==> src/rtl/hzd_pkg.sv <==
package hzd_pkg;

   // Later pipeline stages whose destinations are compared, in age order.
   typedef enum int unsigned {
      STG_EX  = 0,
      STG_MEM = 1,
      STG_WB  = 2
   } stage_e;

   localparam int unsigned NUM_LATE_STG = 3;

   // Hazard policy selected by the mode input.
   typedef enum logic {
      FWD_OFF = 1'b0,
      FWD_ON  = 1'b1
   } fwd_mode_e;

endpackage

==> src/rtl/hzd_dst_cmp.sv <==
module hzd_dst_cmp #(
   parameter int unsigned ADDR_W = 5
) (
   input  logic [ADDR_W-1:0] src,
   input  logic [ADDR_W-1:0] dst,
   input  logic              wen,
   output logic              hit
);

   logic src_live;

   // Register 0 is hard-wired, so it never waits on a producer.
   assign src_live = |src;
   assign hit      = src_live && wen && (src == dst);

endmodule

==> src/rtl/hzd_src_probe.sv <==
module hzd_src_probe #(
   parameter int unsigned ADDR_W = 5,
   parameter int unsigned NSTG   = 3
) (
   input  logic [ADDR_W-1:0]      src,
   input  logic [NSTG*ADDR_W-1:0] dst_flat,
   input  logic [NSTG-1:0]        wen_vec,
   output logic [NSTG-1:0]        hits
);

   for (genvar st = 0; st < NSTG; st++) begin : g_stage
      hzd_dst_cmp #(
         .ADDR_W(ADDR_W)
      ) cmp_i (
         .src (src),
         .dst (dst_flat[st*ADDR_W +: ADDR_W]),
         .wen (wen_vec[st]),
         .hit (hits[st])
      );
   end

endmodule

==> src/rtl/hzd_stall_merge.sv <==
module hzd_stall_merge
   import hzd_pkg::*;
#(
   parameter int unsigned NUM_SRC = 2,
   parameter int unsigned NSTG    = 3
) (
   input  logic [NUM_SRC*NSTG-1:0] hits_flat,
   input  logic                    ex_mem_rd,
   input  fwd_mode_e               mode,
   output logic                    stall
);

   localparam int unsigned EX_COL = int'(STG_EX);

   logic [NUM_SRC-1:0] ex_col;

   // Gather the execute-stage column: one hit bit per source.
   for (genvar s = 0; s < NUM_SRC; s++) begin : g_col
      assign ex_col[s] = hits_flat[s*NSTG + EX_COL];
   end

   always_comb begin
      unique case (mode)
         FWD_ON:  stall = ex_mem_rd && (|ex_col);
         default: stall = |hits_flat;
      endcase
   end

endmodule

==> src/rtl/hazard_stall_ctrl.sv <==
module hazard_stall_ctrl
   import hzd_pkg::*;
#(
   parameter int unsigned ADDR_W  = 5,
   parameter int unsigned NUM_SRC = 2
) (
   input  logic [NUM_SRC*ADDR_W-1:0] dec_srcs,
   input  logic                      dec_reg_we,
   input  logic                      dec_mem_we,
   input  logic [ADDR_W-1:0]         ex_dst,
   input  logic                      ex_wen,
   input  logic                      ex_mem_rd,
   input  logic [ADDR_W-1:0]         mem_dst,
   input  logic                      mem_wen,
   input  logic [ADDR_W-1:0]         wb_dst,
   input  logic                      wb_wen,
   input  logic                      fwd_en,
   output logic                      pc_hold,
   output logic                      ifid_hold,
   output logic                      bubble,
   output logic                      idex_reg_we,
   output logic                      idex_mem_we
);

   localparam int unsigned NSTG   = NUM_LATE_STG;
   localparam int unsigned HIT_W  = NUM_SRC * NSTG;

   if (ADDR_W < 1 || ADDR_W > 8) begin : g_bad_addr
      $error("hazard_stall_ctrl: ADDR_W must lie in 1..8");
   end
   if (NUM_SRC < 1 || NUM_SRC > 4) begin : g_bad_src
      $error("hazard_stall_ctrl: NUM_SRC must lie in 1..4");
   end

   logic [NSTG*ADDR_W-1:0] dst_flat;
   logic [NSTG-1:0]        wen_vec;
   logic [HIT_W-1:0]       hits_flat;
   logic                   stall;
   fwd_mode_e              mode;

   always_comb begin
      dst_flat = '0;
      dst_flat[int'(STG_EX)*ADDR_W  +: ADDR_W] = ex_dst;
      dst_flat[int'(STG_MEM)*ADDR_W +: ADDR_W] = mem_dst;
      dst_flat[int'(STG_WB)*ADDR_W  +: ADDR_W] = wb_dst;
      wen_vec = '0;
      wen_vec[int'(STG_EX)]  = ex_wen;
      wen_vec[int'(STG_MEM)] = mem_wen;
      wen_vec[int'(STG_WB)]  = wb_wen;
   end

   assign mode = fwd_en ? FWD_ON : FWD_OFF;

   for (genvar s = 0; s < NUM_SRC; s++) begin : g_src
      hzd_src_probe #(
         .ADDR_W(ADDR_W),
         .NSTG  (NSTG)
      ) probe_i (
         .src      (dec_srcs[s*ADDR_W +: ADDR_W]),
         .dst_flat (dst_flat),
         .wen_vec  (wen_vec),
         .hits     (hits_flat[s*NSTG +: NSTG])
      );
   end

   hzd_stall_merge #(
      .NUM_SRC(NUM_SRC),
      .NSTG   (NSTG)
   ) merge_i (
      .hits_flat (hits_flat),
      .ex_mem_rd (ex_mem_rd),
      .mode      (mode),
      .stall     (stall)
   );

   // Freeze fetch and the fetch/decode register; turn decode into a nop.
   assign pc_hold     = stall;
   assign ifid_hold   = stall;
   assign bubble      = stall;
   assign idex_reg_we = dec_reg_we && !stall;
   assign idex_mem_we = dec_mem_we && !stall;

endmodule

==> config.mk <==
export PLATFORM = sky130hd
export DESIGN_NAME = hazard_stall_ctrl
export DESIGN_NICKNAME = d
export VERILOG_FILES = /design/src/rtl/hzd_pkg.sv /design/src/rtl/hzd_dst_cmp.sv /design/src/rtl/hzd_src_probe.sv /design/src/rtl/hzd_stall_merge.sv /design/src/rtl/hazard_stall_ctrl.sv
export SDC_FILE = /design/constraint.sdc
export NUM_CORES = 1
export LEC_CHECK = 0
export BUFFER_PORTS_ARGS = -buffer_cell sky130_fd_sc_hd__buf_2
export CORE_AREA = 5 5 42 44
export DETAILED_ROUTE_END_ITERATION = 8
export DIE_AREA = 0 0 47 49
export PLACE_DENSITY_LB_ADDON = 0.2
export SYNTH_ARGS = -nofsm -noshare
export SYNTH_HDL_FRONTEND = slang
export SYNTH_SLANG_ARGS = --single-unit
export TNS_END_PERCENT = 5
==> constraint.sdc <==
create_clock -name vclk -period 1.6
set_input_delay 0.16 -clock vclk [all_inputs]
set_output_delay 0.16 -clock vclk [all_outputs]
set_load 0.05 [all_outputs]
==> results.ini <==
[synth]
synth_compound_area_frac=0.112
syn-num-nets=91
seq_area_frac_synth=0
synth_cell_type_count=19
synth_simple_gate_area_frac=0.244
synth_cells=59
synth_mux_area_frac=0
yosysWarnings=0
synthesis.area_sq_um=445
synth_fa_ha_area_frac=0
avgSynthCellArea_sq_um=7.55
synth-xor-area-share=0.590
synth_top_family_by_area=XOR/XNOR gates

[sta]
fin_crit_ns=1.94
hold_viol=0
setup_ws_ns=-0.340
fmax_ghz=0.515
slew_headroom=0.816
rsz0062_at_grt=true
post-route-period-util=1.21
maxSlewViolCount=0
worst_pin_slew_ns=0.274
setup_viol=5

[setup_path]
worst_ep_arrival_time_ns=1.78
crit_path_max_fanout=3
cp-start-kind=primary input
path_class=primary input to output pin
cpMaxStageDelayCell=or4_4
critPathMaxStageDelay_ns=0.53
worstPathCellList=buf_2, or4_4, o211ai_1, o22ai_1, a32o_2, or2_4, buf_6
crit_path_end_kind=output pin
crit_buf_inv=2
required_ns=1.44
cp_top_family=simple AND/OR/NAND/NOR gates

[hold_path]
hold_class=primary input to output pin

[die]
initial_core_util=0.318
rows=14
die-area_sq_um=2300
coreArea_sq_um=1400
ios=37
die_y_um=49
die_w_um=47

[final_layout]
layout_common_cells=32 x buf_2, 22 x xnor2_1, 18 x buf_4
seq_cell_count=0
synthToLayoutAreaGrowth_pct=88.2
fillers=146
regArea_sq_um=0
fin_util=0.598
drive_above_1_share=0.591
fin_nets=144
diodes=0
final_area_sq_um=838
layout.cells.non_filler=126
clock_buffers=0
final_common_cell=buf_2

[route]
firstDrtPassIters=2
wirelength_met1_um=586
vias=605
routed_wl_um=1560
avgViaCountPerCell=4.80
drtIter0Drc=2
post-route-drc-count=0
routedWlPerCell_um=12.4
met3WireLength_um=132
highest_layer=met4
wl_met2_um=819
postRouteAntennaNets=0

[global_routing]
grt_pass1_vias=643
gr-usage-all-layers=0.135
overflow=0
antenna_found_initial=0
grt_max_degree=6
grt_pass1_wl_um=2460

[power_and_ir_drop]
p_per_area_nw_per_um2=312
finalPower_mw=0.261
p_leak_nw=0.383
peakVddDrop_v=0.000138

[clocking]
cts_hold_buf=0
cts_setup_buffers=0

[job]
drv_cap=0

[placed_design]
dp_cells=126
dp_hpwl_um=1430
place_area_sq_um=797
portBuffers=37
gp_congestion=0.865

[run_status]
violations=setup timing
status=finished, violations left

==> stage by stage <==
stage	TNS (ns)	setup WS [ns]	hold slack [ns]
3_3_place_gp	-1.94	-0.403	0.751
3_5_place_dp	-2.12	-0.432	0.759
4_1_cts	-1.82	-0.385	0.709
6_report	-1.60	-0.340	0.705
2_1_floorplan	-1.27	-0.302	0.505
5_1_grt	-1.80	-0.377	0.712
==> logic make-up after synthesis <==
kind of cell | after synthesis
and+or+nand+nor | 19
AOI/OAI and AO/OA | 6
buffers and inverters | 4
xor gates and xnor gates | 30
==> cell usage after synthesis, drive strengths merged <==
library cell  count  area share
o22ai             2       0.028
or2               1       0.014
nand3             4       0.045
a211oi            1       0.017
nor2              3       0.025
clkbuf            2       0.020
a32o              1       0.022
or4               2       0.034
nor4              2       0.028
nand4             2       0.028
xor2              8        0.16
nor3b             2       0.034
or2b              1       0.020
buf               2       0.034
nand2             2       0.017
xnor2            22        0.43
o211ai            2       0.045
==> what timing repair did <==
action | CTS | global route
gates cloned | 0 | 0
resized for setup | 11 | 1
pin swaps | 3 | 1
endpoints found under the setup margin | 5 | 5
==> report_power, final <==
part	internal (mW)	leakage, nW	switching (mW)
clock network	0	0	0
registers	0	0	0
logic	0.137	0.383	0.124
total	0.137	0.383	0.124
==> layout make-up <==
type,count,area (sq um),area share
multi-input combinational,55,467,0.557
timing repair buffer,55,352,0.419
tap,16,20.0,0.0239
==> worst paths after layout <==
check	cells after the start	startpoint	endpoint
max	7	dec_srcs[5]	bubble
min	3	dec_mem_we	idex_mem_we
==> metal layers <==
layer,vias to the layer above,global-route usage
li1,307,-
met1,273,0.165
met2,23,0.251
met3,2,0.00738
met4,0,0.0138
met5,-,0
(Power assumes the default switching activity.)
